$ cat src/rtl/twi_pkg.sv
// Shared types and register defaults for the two-wire control slave.
// Assumes 8-bit registers; register indices that other logic decodes live here.
package twi_pkg;
    localparam int REG_W     = 8;
    localparam int IDX_REF   = 0;
    localparam int IDX_OUTEN = 2;
    localparam int IDX_IDENT = 3;
    localparam int IDX_CNT   = 4;
    localparam int IDX_AMP   = 5;

    typedef enum logic [2:0] {
        PH_IDLE, PH_RX, PH_RXACK, PH_TX, PH_TXACK, PH_SKIP
    } phase_t;

    typedef enum logic [1:0] {
        FLD_ADDR, FLD_CMD, FLD_CNT, FLD_DATA
    } field_t;

    // Power-up value of register idx
    function automatic logic [REG_W-1:0] reg_default(input int idx);
        case (idx)
            0:       return 8'h04;
            2:       return 8'hC0;
            3:       return 8'h08;
            4:       return 8'h06;
            5:       return 8'hD8;
            default: return 8'h00;
        endcase
    endfunction
endpackage

$ cat src/rtl/twi_line_sync.sv
// Synchronises SCL and SDA into the system clock domain and flags
// SCL edges plus START/STOP conditions.
// Assumes each SCL level lasts several system clocks.
module twi_line_sync #(
    parameter int STAGES = 2
) (
    input  logic clk,
    input  logic rst_n,
    input  logic scl_i,
    input  logic sda_i,
    output logic sda_s,
    output logic scl_rise,
    output logic scl_fall,
    output logic start_evt,
    output logic stop_evt
);
    logic [STAGES-1:0] scl_pipe, sda_pipe;
    logic              scl_q, sda_q;
    logic              scl_s;

    assign scl_s = scl_pipe[STAGES-1];
    assign sda_s = sda_pipe[STAGES-1];

    // Shift the raw lines through the synchroniser; idle bus reads high
    always_ff @(posedge clk) begin
        if (!rst_n) begin
            scl_pipe <= '1;
            sda_pipe <= '1;
            scl_q    <= 1'b1;
            sda_q    <= 1'b1;
        end else begin
            scl_pipe <= {scl_pipe[STAGES-2:0], scl_i};
            sda_pipe <= {sda_pipe[STAGES-2:0], sda_i};
            scl_q    <= scl_s;
            sda_q    <= sda_s;
        end
    end

    // Edge and bus-condition decode from current and previous samples
    always_comb begin
        scl_rise  = scl_s & ~scl_q;
        scl_fall  = ~scl_s & scl_q;
        start_evt = scl_s & scl_q & sda_q & ~sda_s;
        stop_evt  = scl_s & scl_q & ~sda_q & sda_s;
    end
endmodule

$ cat src/rtl/twi_regfile.sv
// Control register file with per-register reset values.
// Writes to an index at or above NREG are dropped; reads there give 00h.
module twi_regfile
    import twi_pkg::*;
#(
    parameter int NREG = 6
) (
    input  logic                  clk,
    input  logic                  rst_n,
    input  logic                  wr_en,
    input  logic [REG_W-1:0]      wr_idx,
    input  logic [REG_W-1:0]      wr_data,
    input  logic [REG_W-1:0]      rd_idx,
    output logic [REG_W-1:0]      rd_data,
    output logic [NREG*REG_W-1:0] regs_flat
);
    for (genvar g = 0; g < NREG; g++) begin : g_reg
        logic [REG_W-1:0] r;
        // Hold one register; load its default on reset
        always_ff @(posedge clk) begin
            if (!rst_n)
                r <= reg_default(g);
            else if (wr_en && wr_idx == REG_W'(g))
                r <= wr_data;
        end
        assign regs_flat[g*REG_W +: REG_W] = r;
    end

    // Read multiplexer, zero outside the populated range
    always_comb begin
        rd_data = '0;
        for (int i = 0; i < NREG; i++)
            if (rd_idx == REG_W'(i))
                rd_data = regs_flat[i*REG_W +: REG_W];
    end
endmodule

$ cat src/rtl/twi_xfer_fsm.sv
// Transaction engine: address match, command decode, byte/block write
// and read sequencing, ACK generation and bit serialisation.
// Assumes edge and START/STOP flags from twi_line_sync.
module twi_xfer_fsm
    import twi_pkg::*;
#(
    parameter logic [6:0] DEV_ADDR = 7'h6B
) (
    input  logic             clk,
    input  logic             rst_n,
    input  logic             scl_rise,
    input  logic             scl_fall,
    input  logic             start_evt,
    input  logic             stop_evt,
    input  logic             sda_s,
    input  logic [REG_W-1:0] rd_data,
    input  logic [REG_W-1:0] cnt_byte,
    output logic [REG_W-1:0] rd_idx,
    output logic             wr_en,
    output logic [REG_W-1:0] wr_idx,
    output logic [REG_W-1:0] wr_data,
    output logic             sda_pull
);
    phase_t           phase;
    field_t           field;
    logic [3:0]       bitcnt;
    logic [REG_W-1:0] shreg, txsh, ptr, rem;
    logic             byte_mode, goto_tx, cnt_pending;
    logic [REG_W-1:0] tx_next;

    assign rd_idx = ptr;

    // Next byte to transmit: count first on block reads, then register data
    always_comb tx_next = cnt_pending ? cnt_byte : rd_data;

    // Bus sequencing, one step per detected bus event
    always_ff @(posedge clk) begin
        if (!rst_n) begin
            phase       <= PH_IDLE;
            field       <= FLD_ADDR;
            bitcnt      <= '0;
            shreg       <= '0;
            txsh        <= '0;
            ptr         <= '0;
            rem         <= '0;
            byte_mode   <= 1'b0;
            goto_tx     <= 1'b0;
            cnt_pending <= 1'b0;
            wr_en       <= 1'b0;
            wr_idx      <= '0;
            wr_data     <= '0;
            sda_pull    <= 1'b0;
        end else begin
            wr_en <= 1'b0;
            if (stop_evt) begin
                phase    <= PH_IDLE;
                sda_pull <= 1'b0;
            end else if (start_evt) begin
                phase    <= PH_RX;
                field    <= FLD_ADDR;
                bitcnt   <= '0;
                sda_pull <= 1'b0;
            end else begin
                case (phase)
                    PH_RX: begin
                        if (scl_rise && bitcnt < 4'd8) begin
                            shreg  <= {shreg[REG_W-2:0], sda_s};
                            bitcnt <= bitcnt + 4'd1;
                        end else if (scl_fall && bitcnt == 4'd8) begin
                            bitcnt <= '0;
                            case (field)
                                FLD_ADDR: begin
                                    if (shreg[7:1] == DEV_ADDR) begin
                                        sda_pull    <= 1'b1;
                                        phase       <= PH_RXACK;
                                        goto_tx     <= shreg[0];
                                        cnt_pending <= shreg[0] & ~byte_mode;
                                        field       <= FLD_CMD;
                                    end else begin
                                        phase <= PH_SKIP;
                                    end
                                end
                                FLD_CMD: begin
                                    sda_pull  <= 1'b1;
                                    phase     <= PH_RXACK;
                                    ptr       <= {1'b0, shreg[6:0]};
                                    byte_mode <= shreg[7];
                                    rem       <= 8'd1;
                                    field     <= shreg[7] ? FLD_DATA : FLD_CNT;
                                end
                                FLD_CNT: begin
                                    sda_pull <= 1'b1;
                                    phase    <= PH_RXACK;
                                    rem      <= shreg;
                                    field    <= FLD_DATA;
                                end
                                default: begin
                                    if (rem != '0) begin
                                        sda_pull <= 1'b1;
                                        phase    <= PH_RXACK;
                                        wr_en    <= 1'b1;
                                        wr_idx   <= ptr;
                                        wr_data  <= shreg;
                                        ptr      <= ptr + 8'd1;
                                        rem      <= rem - 8'd1;
                                    end else begin
                                        phase <= PH_SKIP;
                                    end
                                end
                            endcase
                        end
                    end
                    PH_RXACK: begin
                        if (scl_fall) begin
                            if (goto_tx) begin
                                txsh     <= tx_next;
                                bitcnt   <= '0;
                                sda_pull <= ~tx_next[7];
                                phase    <= PH_TX;
                                if (cnt_pending) cnt_pending <= 1'b0;
                                else             ptr <= ptr + 8'd1;
                            end else begin
                                sda_pull <= 1'b0;
                                phase    <= PH_RX;
                            end
                        end
                    end
                    PH_TX: begin
                        if (scl_fall) begin
                            if (bitcnt == 4'd7) begin
                                sda_pull <= 1'b0;
                                phase    <= PH_TXACK;
                            end else begin
                                txsh     <= {txsh[REG_W-2:0], 1'b0};
                                sda_pull <= ~txsh[6];
                                bitcnt   <= bitcnt + 4'd1;
                            end
                        end
                    end
                    PH_TXACK: begin
                        if (scl_rise && sda_s) begin
                            phase <= PH_SKIP;
                        end else if (scl_fall) begin
                            txsh     <= tx_next;
                            bitcnt   <= '0;
                            sda_pull <= ~tx_next[7];
                            phase    <= PH_TX;
                            if (cnt_pending) cnt_pending <= 1'b0;
                            else             ptr <= ptr + 8'd1;
                        end
                    end
                    default: ;
                endcase
            end
        end
    end
endmodule

$ cat src/rtl/ctrl_twi_regslave.sv
// Top level: two-wire control slave with its register file and the
// decoded control fields. Assumes SCL at most about a tenth of clk.
module ctrl_twi_regslave
    import twi_pkg::*;
#(
    parameter int         NREG        = 6,
    parameter int         SYNC_STAGES = 2,
    parameter logic [6:0] DEV_ADDR    = 7'h6B
) (
    input  logic                  clk,
    input  logic                  rst_n,
    input  logic                  scl_i,
    input  logic                  sda_i,
    output logic                  sda_pull_o,
    output logic [NREG*REG_W-1:0] regs_o,
    output logic                  ref_en_o,
    output logic [1:0]            diff_en_o,
    output logic [REG_W-1:0]      ident_o,
    output logic [REG_W-1:0]      bcount_o,
    output logic                  amp_sel_o,
    output logic [2:0]            amp_code_o
);
    logic             sda_s, scl_rise, scl_fall, start_evt, stop_evt;
    logic             wr_en;
    logic [REG_W-1:0] wr_idx, wr_data, rd_idx, rd_data;

    twi_line_sync #(.STAGES(SYNC_STAGES)) u_sync (
        .clk(clk), .rst_n(rst_n), .scl_i(scl_i), .sda_i(sda_i),
        .sda_s(sda_s), .scl_rise(scl_rise), .scl_fall(scl_fall),
        .start_evt(start_evt), .stop_evt(stop_evt)
    );

    twi_xfer_fsm #(.DEV_ADDR(DEV_ADDR)) u_fsm (
        .clk(clk), .rst_n(rst_n), .scl_rise(scl_rise), .scl_fall(scl_fall),
        .start_evt(start_evt), .stop_evt(stop_evt), .sda_s(sda_s),
        .rd_data(rd_data), .cnt_byte(bcount_o), .rd_idx(rd_idx),
        .wr_en(wr_en), .wr_idx(wr_idx), .wr_data(wr_data),
        .sda_pull(sda_pull_o)
    );

    twi_regfile #(.NREG(NREG)) u_regs (
        .clk(clk), .rst_n(rst_n), .wr_en(wr_en), .wr_idx(wr_idx),
        .wr_data(wr_data), .rd_idx(rd_idx), .rd_data(rd_data),
        .regs_flat(regs_o)
    );

    // Decode control fields from the register image
    always_comb begin
        ref_en_o     = regs_o[IDX_REF*REG_W + 2];
        diff_en_o[0] = regs_o[IDX_OUTEN*REG_W + 7];
        diff_en_o[1] = regs_o[IDX_OUTEN*REG_W + 6];
        ident_o      = regs_o[IDX_IDENT*REG_W +: REG_W];
        bcount_o     = regs_o[IDX_CNT*REG_W +: REG_W];
        amp_sel_o    = regs_o[IDX_AMP*REG_W + 7];
        amp_code_o   = regs_o[IDX_AMP*REG_W + 4 +: 3];
    end
endmodule

$ cat config.mk
export PLATFORM = sky130hd
export DESIGN_NAME = ctrl_twi_regslave
export DESIGN_NICKNAME = d
export VERILOG_FILES = /design/src/rtl/twi_pkg.sv /design/src/rtl/twi_line_sync.sv /design/src/rtl/twi_regfile.sv /design/src/rtl/twi_xfer_fsm.sv /design/src/rtl/ctrl_twi_regslave.sv
export SDC_FILE = /design/constraint.sdc
export NUM_CORES = 1
export LEC_CHECK = 0
export BUFFER_PORTS_ARGS = -buffer_cell sky130_fd_sc_hd__buf_2
export CAP_MARGIN = 20
export CELL_PAD_IN_SITES_DETAIL_PLACEMENT = 1
export CELL_PAD_IN_SITES_GLOBAL_PLACEMENT = 1
export CORE_MARGIN = 8
export CORE_UTILIZATION = 25
export CTS_CLUSTER_SIZE = 12
export DETAILED_ROUTE_END_ITERATION = 16
export PLACE_DENSITY = 0.55
export SLEW_MARGIN = 30
export SYNTH_ARGS = -nofsm -noshare
export SYNTH_HDL_FRONTEND = slang
export SYNTH_SLANG_ARGS = --single-unit
$ cat constraint.sdc
create_clock -name clk -period 4.4 [get_ports clk]
set_input_delay 0.22 -clock clk [delete_from_list [all_inputs] [get_ports clk]]
set_output_delay 0.22 -clock clk [all_outputs]
set_load 0.02 [all_outputs]
==> results.py, run 1 <==
metrics = {
    "outcome": {
        "outcome": "completed",
    },
    "global_routing": {
        "first_global_vias": 5257,
        "grt_first_pass_wirelength_mm": 32.1,
        "antenna_found_initial": 0,
        "grt_util_all_layers_pct": 14.4,
        "overflow": 0,
        "grt_max_degree": 36,
    },
    "synth": {
        "synthMuxAreaShare_pct": 11.7,
        "syn_inst": 697,
        "synth-seq-area-share_pct": 38.4,
        "synth_area_leader_cell": "dfxtp_1",
        "synth_edf_count": 0,
        "syn_nets": 713,
        "yosys_register_bits": 115,
        "synth_adder_area_share_pct": 2.50,
        "ys.warnings.count": 0,
        "synth_top_area_share_pct": 38.4,
        "synthArstFlopShare_pct": 0,
        "syn-cell-area_um2": 6000,
        "yosys.area_share.simple_pct": 21.4,
        "ys_types": 74,
        "synth_area_leaders": "dfxtp_1, mux2i_1, nor2_1",
        "synth_top_family_by_area": "simple AND/OR/NAND/NOR gates",
        "synth_compound_area_share_pct": 18.3,
        "syn_area_per_cell_um2": 8.61,
        "synth-xor-area-share_pct": 0.438,
        "ys.flop_type": "dfxtp_1",
    },
    "die": {
        "fp.dieW_um": 171,
        "rows": 56,
        "core_area_um2": 23500,
        "initial_core_util_pct": 25.5,
        "ioPinCount": 76,
        "die_y_um": 171,
        "die_area_um2": 29200,
    },
    "clock_tree": {
        "clock_sinks": 115,
        "cts_tree": "built",
        "root_buffer": "clkbuf_16",
        "clock_path_buffers": 2,
        "h-tree-depth": 4,
        "cts_buffers": 17,
        "path_clk_slew_ns": 0.06,
        "post-cts-setup-buffers": 0,
        "clk_latency_ns": 0.43,
    },
    "pwr": {
        "p_per_area_nw_per_um2": 355,
        "peakVddDrop_mv": 0.270,
        "p_leak_nw": 3.10,
    },
    "setup_path": {
        "r2r_setup_slack_ns": 1.43,
        "crit_family": "simple AND/OR/NAND/NOR gates",
        "path_cells": "or3b_4 -> nor4_4 -> o211ai_4 -> or2_1 -> o41ai_2",
        "critical-path-max-stage-delay_ns": 0.72,
        "critPathSlowestCell": "nor4_4",
        "setup.worst_path.end_class": "register",
        "cp_max_fo": 19,
        "r2r-end": "u_fsm.rd_idx[7]",
        "cp.arrival_ns": 3.31,
        "cp_num_buf_inv": 0,
        "reg2reg_depth": 5,
        "start_kind": "register",
        "worst-setup-path-type": "reg -> reg",
        "required_ns": 4.73,
        "timing.rr.start": "u_fsm.phase[0]",
    },
    "detailed_routing": {
        "drtIter0Drc": 417,
        "drc": 0,
        "drt-pass1-iter-count": 5,
        "ant_nets": 0,
        "routedWlPerCell_um": 19.5,
        "wl_mm": 20.7,
        "viasPerCell": 4.97,
        "dr_total_vias": 5292,
    },
    "worst_hold_path": {
        "hold_end": "u_regs.g_reg[5].r[7]",
        "min_from": "rst_n",
        "min_delay_path_depth": 2,
        "min_path_type": "in -> reg",
    },
    "place": {
        "dpl.hpwl_mm": 14.3,
        "place_congestion": 0.849,
        "io_buffers": 75,
    },
    "sta": {
        "fin_crit_sh_pct": 67.5,
        "finalMaxSlewViolations": 0,
        "rsz0062_at_grt": "false",
        "tns_ns": 0,
        "skew_ns": 0.00956,
        "min_period_ns": 2.97,
        "finalHoldViolCount": 0,
        "setup_viol": 0,
        "fmaxAchievable_ghz": 0.337,
        "slew_headroom_pct": 38.9,
        "worst_pin_slew_ns": 0.917,
    },
    "finish": {
        "drive_gt1_share_pct": 18.0,
        "seq_area_um2": 2300,
        "multiInputGateArea_um2": 3260,
        "fill_cells": 2760,
        "diodes": 0,
        "area_delta_synth_final_pct": 18.2,
        "finalCoreUtilization_pct": 30.1,
        "fin_nets": 749,
    },
    "job": {
        "maxCapViolations": 0,
    },
}
[layout by cell type, fill, tap and decap left out, types with 8 or more instances in the layout]
cell / instances
dfxtp_1: 114
nor2_1: 97
buf_2: 75
nand2_1: 70
mux2i_1: 69
a21oi_1: 38
inv_1: 24
nand3_1: 18
clkbuf_16: 17
o21ai_0: 14
ha_1: 12
nand2b_1: 10
a211oi_1: 9
o31ai_1: 8
nand3b_1: 8
a2111oi_0: 8
[Yosys cell counts, drive strengths merged (3+ instances only)]
master / instances
nor4: 7
o32ai: 3
a221oi: 7
nand4b: 5
xnor2: 3
nor3: 7
or3b: 3
inv: 25
o211ai: 6
nand4: 3
a21oi: 38
a221o: 4
nand3: 20
nand2: 70
ha: 12
nand3b: 8
a31oi: 6
a211oi: 9
nor2: 97
and2: 3
and3b: 3
buf: 29
o21ai: 15
o21a: 3
a2111oi: 9
or2: 4
o31a: 3
nor2b: 4
clkbuf: 36
dfxtp: 115
o31ai: 8
nor3b: 6
mux2i: 69
o311ai: 8
nand2b: 10
and3: 3
[worst reg2reg max path, cell delays in order, from the launching register on]
cell and delay, ns:
dfxtp_1 0.70, or3b_4 0.50, nor4_4 0.72, o211ai_4 0.24
or2_1 0.42, o41ai_2 0.30
[sequential cells by signal, summed over array words and instances, names as in the netlist]
name	cells
u_fsm.sda_pull	1
u_fsm.rd_idx	8
u_fsm.wr_en	1
u_fsm.shreg	8
u_fsm.goto_tx	1
u_sync.scl_q	1
u_sync.sda_pipe	2
u_fsm.phase	3
u_regs.g.r	48
u_fsm.rem	8
u_fsm.byte_mode	1
u_fsm.field	2
u_sync.sda_q	1
u_fsm.wr_data	8
u_fsm.cnt_pending	1
u_sync.scl_pipe	2
u_fsm.bitcnt	4
u_fsm.txsh	7
u_fsm.wr_idx	8
[cell type report]
class,instances,share of cell area (%)
clock inverters,13,2.12
well taps,319,5.63
repair buffers,82,6.10
flip-flops and latches,115,32.5
clock buffers,19,6.38
inverters,25,1.32
multi-input cells,492,46.0
[how the worst max path moves through the flow]
stage / cells past startpoint / to / slack [ns] / from
detailed placement: 5 / u_fsm.rd_idx[7] / 1.47 / u_fsm.phase[0]
global placement: 5 / u_fsm.rd_idx[7] / 1.53 / u_fsm.phase[0]
floorplan: 9 / u_fsm.rd_idx[7] / 2.28 / u_fsm.field[0]
global route: 5 / u_fsm.rd_idx[7] / 1.21 / u_fsm.phase[0]
finish: 5 / u_fsm.rd_idx[7] / 1.43 / u_fsm.phase[0]
CTS: 5 / u_fsm.rd_idx[7] / 1.43 / u_fsm.phase[0]
[routing by layer]
metal | routed length, µm | global-route usage [%]
met1 | 10300 | 19.9
met2 | 9270 | 21.6
met3 | 783 | 3.02
met4 | 354 | 5.26
met5 | 0 | 0
[cells by family (layout without fill, tap and decap cells)]
group	Yosys count	after routing
XOR/XNOR	3	3
adder cells (fa/ha/maj)	12	12
AND/OR/NAND/NOR	260	260
multiplexers	70	70
flip-flops	115	115
AO/OA/AOI/OAI	147	147
buffers and inverters	90	139
[per-stage QoR]
stage | hold WS (ns) | instances | setup slack [ns] | total power [mW] | cell area, µm²
floorplan | 0.321 | 697 | 2.28 | 1.10 | 6000
global placement | 0.403 | 1031 | 1.53 | 1.12 | 6470
detailed placement | 0.398 | 1031 | 1.47 | 1.12 | 6470
CTS | 0.348 | 1065 | 1.43 | 2.56 | 7090
global route | 0.369 | 1065 | 1.21 | 2.61 | 7100
finish | 0.347 | 1065 | 1.43 | 2.52 | 7100
[where the power goes]
| part | switching [mW] | internal (mW) |
|---|---|---|
| Combinational | 0.0348 | 0.0129 |
| Sequential | 0.00412 | 1.04 |
| Clock | 0.549 | 0.872 |
[timing repair]
action / CTS / global route
endpoints found under the hold margin: 2 / 0
hold buffers: 2 / 0
gates resized for setup: 0 / 0
No activity file was read; power rests on OpenSTA's default activity.
==> inputs of run 2 (changes only) <==
Settings changed: PLACE_DENSITY 0.55 to 0.57.
Clock period 4.4 ns to 2.5 ns, I/O delays scaled along.
==> run 2 against run 1 <==
Core utilization increased by 1.3 points. Power increased by 81%. Hold slack improved by 0.066 ns. Critical path depth increased by 2. Wire length increased by 1.2%. Sequential power increased by 75%. Non-clock buffer count increased by 34. Clock power increased by 85%. Largest power group unchanged.
==> results.py, run 2 (synthesized netlist as in run 1, its figures left out) <==
metrics = {
    "setup_path": {
        "required_ns": 2.80,
        "worst-setup-path-type": "reg -> reg",
        "path_cells": "inv_1 -> ha_2 -> a21oi_1 -> a221o_1 -> a221oi_1 -> a2111oi_0 -> a2111oi_0",
        "setup.worst_path.end_class": "register",
        "start_kind": "register",
        "critPathSlowestCell": "ha_2",
        "crit_cells": 7,
        "reg2reg_depth": 7,
        "crit_top_cell": "a2111oi_0",
        "cp_num_buf_inv": 1,
        "cp.arrival_ns": 2.55,
        "critical-path-max-stage-delay_ns": 0.40,
        "cp_max_fo": 19,
        "crit_family": "compound AO/OA/AOI/OAI gates",
    },
    "die": {
        "core_area_um2": 23500,
        "initial_core_util_pct": 25.5,
        "die_y_um": 171,
        "ioPinCount": 76,
        "die_area_um2": 29200,
        "fp.dieW_um": 171,
        "rows": 56,
    },
    "detailed_routing": {
        "viasPerCell": 4.92,
        "routedWlPerCell_um": 19.1,
        "ant_nets": 0,
        "drc": 0,
        "dr_total_vias": 5406,
        "drt-pass1-iter-count": 4,
        "wl_mm": 21.0,
        "drtIter0Drc": 270,
    },
    "clock_tree": {
        "post-cts-setup-buffers": 0,
        "cts_buffers": 17,
        "path_clk_slew_ns": 0.06,
        "clock_path_buffers": 2,
        "h-tree-depth": 4,
        "clock_sinks": 115,
        "root_buffer": "clkbuf_16",
        "clk_latency_ns": 0.42,
        "cts_tree": "built",
    },
    "sta": {
        "hold_ws_ns": 0.412,
        "finalMaxSlewViolations": 0,
        "min_period_ns": 2.25,
        "setup_viol": 0,
        "finalHoldViolCount": 0,
        "setup_ws_ns": 0.253,
        "tns_ns": 0,
        "fmaxAchievable_ghz": 0.445,
        "rsz0062_at_grt": "false",
        "slew_headroom_pct": 56.4,
        "worst_pin_slew_ns": 0.655,
        "fin_crit_sh_pct": 89.9,
        "skew_ns": 0.00786,
    },
    "finish": {
        "area_delta_synth_final_pct": 23.4,
        "diodes": 0,
        "finalCoreUtilization_pct": 31.5,
        "layout_commonest_cell": "dfxtp_1",
        "fill_cells": 2803,
        "seq_area_um2": 2300,
        "largest_reg_flops": 48,
        "finalInstanceArea_um2": 7400,
        "stdcell_count": 1098,
        "regMostFlops": "u_regs.g.r",
        "final_cell_mix": "dfxtp_1, nor2_1, buf_2, nand2_1, mux2i_1",
        "drive_gt1_share_pct": 21.6,
        "multiInputGateArea_um2": 3270,
        "fin_nets": 783,
    },
    "job": {
        "maxCapViolations": 0,
    },
    "place": {
        "dpl.hpwl_mm": 15.1,
        "io_buffers": 75,
        "dp.cells": 1063,
        "dpl_cell_area_um2": 6720,
        "place_congestion": 0.830,
        "place_ws_ns": 0.106,
    },
    "worst_hold_path": {
        "min_delay_path_depth": 1,
        "min_path_type": "reg -> reg",
    },
    "global_routing": {
        "grt_util_all_layers_pct": 14.6,
        "use_met1_pct": 19.7,
        "antenna_found_initial": 0,
        "overflow": 0,
        "grt_use_met2_pct": 23.1,
        "busiest_layer": "met2",
        "use_met3_pct": 2.79,
        "first_global_vias": 5528,
        "grt_first_pass_wirelength_mm": 33.1,
        "grt_max_degree": 79,
    },
    "pwr": {
        "p_clk_share_pct": 57.5,
        "p_per_area_nw_per_um2": 617,
        "p_total_mw": 4.57,
        "peakVddDrop_mv": 0.492,
        "internal-power_mw": 3.54,
        "switching_share_pct": 22.4,
        "power_frac_seq_pct": 40.3,
        "p_comb_share_pct": 2.2,
        "switchingPower_mw": 1.02,
        "p_leak_nw": 3.28,
    },
    "outcome": {
        "outcome": "completed",
    },
}
run 2: cell count changes in the layout (fill, tap and decap cells not counted), sizes merged:
cell	delta
clkbuf	-2
dlygate4sd3	+2
bufinv	+2
inv	-1
buf	+32
run 2: worst paths after layout:
path | from | slack, ns | to
setup / recovery | u_fsm.rd_idx[1] | 0.25 | u_fsm.txsh[5]
hold / removal | u_sync.scl_pipe[0] | 0.41 | u_sync.scl_pipe[1]
setup reg to reg | u_fsm.rd_idx[1] | 0.25 | u_fsm.txsh[5]
hold reg to reg | u_sync.scl_pipe[0] | 0.41 | u_sync.scl_pipe[1]
run 2: area by class of cell:
class                   count  area share [%]
flip-flops and latches    115            31.1
clock buffers              17            5.75
multi-input cells         492            44.2
well taps                 319            5.39
inverters                  25            1.27
repair buffers            116            9.53
clock inverters            14            2.77
run 2: layer usage:
layer | part of all wire [%] | wire length, µm
met1 | 48 | 10100
met2 | 46 | 9650
met5 | 0 | 0
met4 | 1.5 | 323
met3 | 4.4 | 932
run 2: timing repair:
item,4_1_cts,5_1_grt
gates cloned,0,0
hold buffers,4,0
endpoints found under the hold margin,4,0
setup endpoints to repair,1,3
resized for setup,1,3
run 2: worst register-to-register path: stages, from the launching register on:
cell	delay (ns)
dfxtp_1	0.35
inv_1	0.12
ha_2	0.40
a21oi_1	0.12
a221o_1	0.34
a221oi_1	0.34
a2111oi_0	0.11
a2111oi_0	0.36
run 2: power groups by stage:
stage / clock, mW / combinational [mW] / sequential, mW
3_3_place_gp: 0 / 0.0937 / 1.88
3_5_place_dp: 0 / 0.0941 / 1.88
6_report: 2.63 / 0.0982 / 1.84
4_1_cts: 2.67 / 0.0993 / 1.84
2_1_floorplan: 0 / 0.0611 / 1.88
5_1_grt: 2.77 / 0.106 / 1.84
==> inputs of run 3 (changes only) <==
Settings changed: PLACE_DENSITY 0.57 to 0.49, TNS_END_PERCENT from default to 20.
==> run 3 against run 2 <==
Critical path depth did not move. Critical endpoint is now u_fsm.txsh[2]. Largest power group unchanged. Register-to-register slack worse by 0.03 ns. Via count hardly changed. Wire length increased by 3.9%. Non-clock buffer count is 10 lower. Sequential power barely moved. Largest cell class unchanged. Power fell by 1.8%. Fmax decreased by 1.3%. Flip-flop and latch count is the same. Clock-buffer cell count unchanged. Clock power shrank 3%.
==> results.py, run 3 (synthesized netlist as in run 1, its figures left out) <==
metrics = {
    "clock_tree": {
        "clk_latency_ns": 0.42,
        "h-tree-depth": 4,
        "cts_buffers": 17,
        "clock_path_buffers": 2,
        "path_clk_slew_ns": 0.06,
        "post-cts-setup-buffers": 0,
        "root_buffer": "clkbuf_16",
        "cts_tree": "built",
        "clock_sinks": 115,
    },
    "sta": {
        "tns_ns": 0,
        "finalHoldViolCount": 0,
        "fmaxAchievable_ghz": 0.439,
        "setup_ws_ns": 0.223,
        "skew_ns": 0.00616,
        "worst_pin_slew_ns": 0.685,
        "rsz0062_at_grt": "false",
        "slew_headroom_pct": 54.4,
        "fin_crit_sh_pct": 91.1,
        "min_period_ns": 2.28,
        "setup_viol": 0,
        "finalMaxSlewViolations": 0,
    },
    "setup_path": {
        "required_ns": 2.80,
        "r2r-end": "u_fsm.txsh[2]",
        "setup.worst_path.end_class": "register",
        "reg2reg_depth": 7,
        "timing.rr.start": "u_fsm.rd_idx[1]",
        "r2r_setup_slack_ns": 0.22,
        "start_kind": "register",
        "crit_start": "u_fsm.rd_idx[1]",
        "setup.worst_path.end": "u_fsm.txsh[2]",
        "cp_max_fo": 17,
        "cp.arrival_ns": 2.57,
        "worst-setup-path-type": "reg -> reg",
    },
    "finish": {
        "finalCoreUtilization_pct": 31.0,
        "drive_gt1_share_pct": 20.9,
        "stdcell_count": 1089,
        "largest_reg_flops": 48,
        "regMostFlops": "u_regs.g.r",
        "final_cell_mix": "dfxtp_1, nor2_1, buf_2, nand2_1, mux2i_1",
        "area_delta_synth_final_pct": 21.7,
        "fin_nets": 773,
        "diodes": 0,
        "layout_commonest_cell": "dfxtp_1",
        "finalInstanceArea_um2": 7300,
    },
    "detailed_routing": {
        "drtIter0Drc": 255,
        "viasPerCell": 4.97,
        "drt-pass1-iter-count": 4,
        "ant_nets": 0,
        "routedWlPerCell_um": 20.0,
        "dr_total_vias": 5407,
        "drc": 0,
        "wl_mm": 21.8,
    },
    "die": {
        "rows": 56,
        "initial_core_util_pct": 25.5,
        "die_area_um2": 29200,
        "die_y_um": 171,
        "fp.dieW_um": 171,
        "ioPinCount": 76,
        "core_area_um2": 23500,
    },
    "place": {
        "place_congestion": 0.824,
        "dpl_cell_area_um2": 6660,
        "dp.cells": 1055,
        "dpl.hpwl_mm": 15.6,
        "place_ws_ns": 0.107,
        "io_buffers": 75,
    },
    "global_routing": {
        "grt_max_degree": 60,
        "grt_util_all_layers_pct": 15.0,
        "overflow": 0,
        "use_met3_pct": 3.00,
        "busiest_layer": "met2",
        "antenna_found_initial": 0,
        "grt_first_pass_wirelength_mm": 33.4,
        "grt_use_met2_pct": 24.4,
        "first_global_vias": 5573,
        "use_met1_pct": 19.6,
    },
    "pwr": {
        "peakVddDrop_mv": 0.419,
        "p_per_area_nw_per_um2": 614,
        "p_leak_nw": 3.21,
    },
    "worst_hold_path": {
        "min_path_type": "in -> reg",
    },
    "job": {
        "maxCapViolations": 0,
    },
    "outcome": {
        "outcome": "completed",
    },
}
[run 3: what timing repair did]
item                                    CTS  global route
resized for setup                         0             4
hold buffers                              2             0
endpoints found under the setup margin    0             4
hold endpoints to repair                  2             0
[run 3: worst min-delay path by stage]
stage,from,end,cells past startpoint
floorplan,scl_i,u_sync.scl_pipe[0],1
global placement,scl_i,u_sync.scl_pipe[0],2
detailed placement,sda_i,u_sync.sda_pipe[0],2
CTS,rst_n,u_fsm.bitcnt[0],3
global route,rst_n,u_fsm.bitcnt[0],3
finish,rst_n,u_fsm.bitcnt[0],3
[run 3: worst max-delay path: stages (launching register included)]
cell       delay (ns)
dfxtp_1          0.42
inv_1            0.11
ha_2             0.27
nand3b_1         0.19
a221o_1          0.36
a221oi_1         0.31
a2111oi_0        0.12
a2111oi_0        0.37
[run 3: metal layers]
metal / vias up / part of all wire, %
met1: 2706 / 48
met5: - / 0
met4: 0 / 1.4
met2: 70 / 47
li1: 2606 / -
met3: 25 / 3.1
[run 3: layout make-up]
cell class	instances	area (µm²)
Fill cell	2798	16200
Multi-Input combinational cell	492	3270
Sequential cell	115	2300
Timing Repair Buffer	106	626
Clock buffer	17	425
Tap cell	319	399
Clock inverter	15	183
Inverter	25	93.8
[run 3: per-stage QoR]
| stage | hold slack [ns] | power [mW] |
|---|---|---|
| 6_report | 0.0211 | 4.49 |
| 5_1_grt | 0.0359 | 4.65 |
| 4_1_cts | 0.00624 | 4.55 |
| 3_5_place_dp | 0.316 | 1.98 |
| 3_3_place_gp | 0.310 | 1.98 |
| 2_1_floorplan | 0.226 | 1.94 |
[run 3: report_power, final]
| group | total, mW | internal, mW | switching [mW] |
|---|---|---|---|
| clock network | 2.55 | 1.57 | 0.973 |
| logic | 0.0978 | 0.0299 | 0.0679 |
| registers | 1.84 | 1.84 | 0.00387 |
| total | 4.49 | 3.44 | 1.05 |
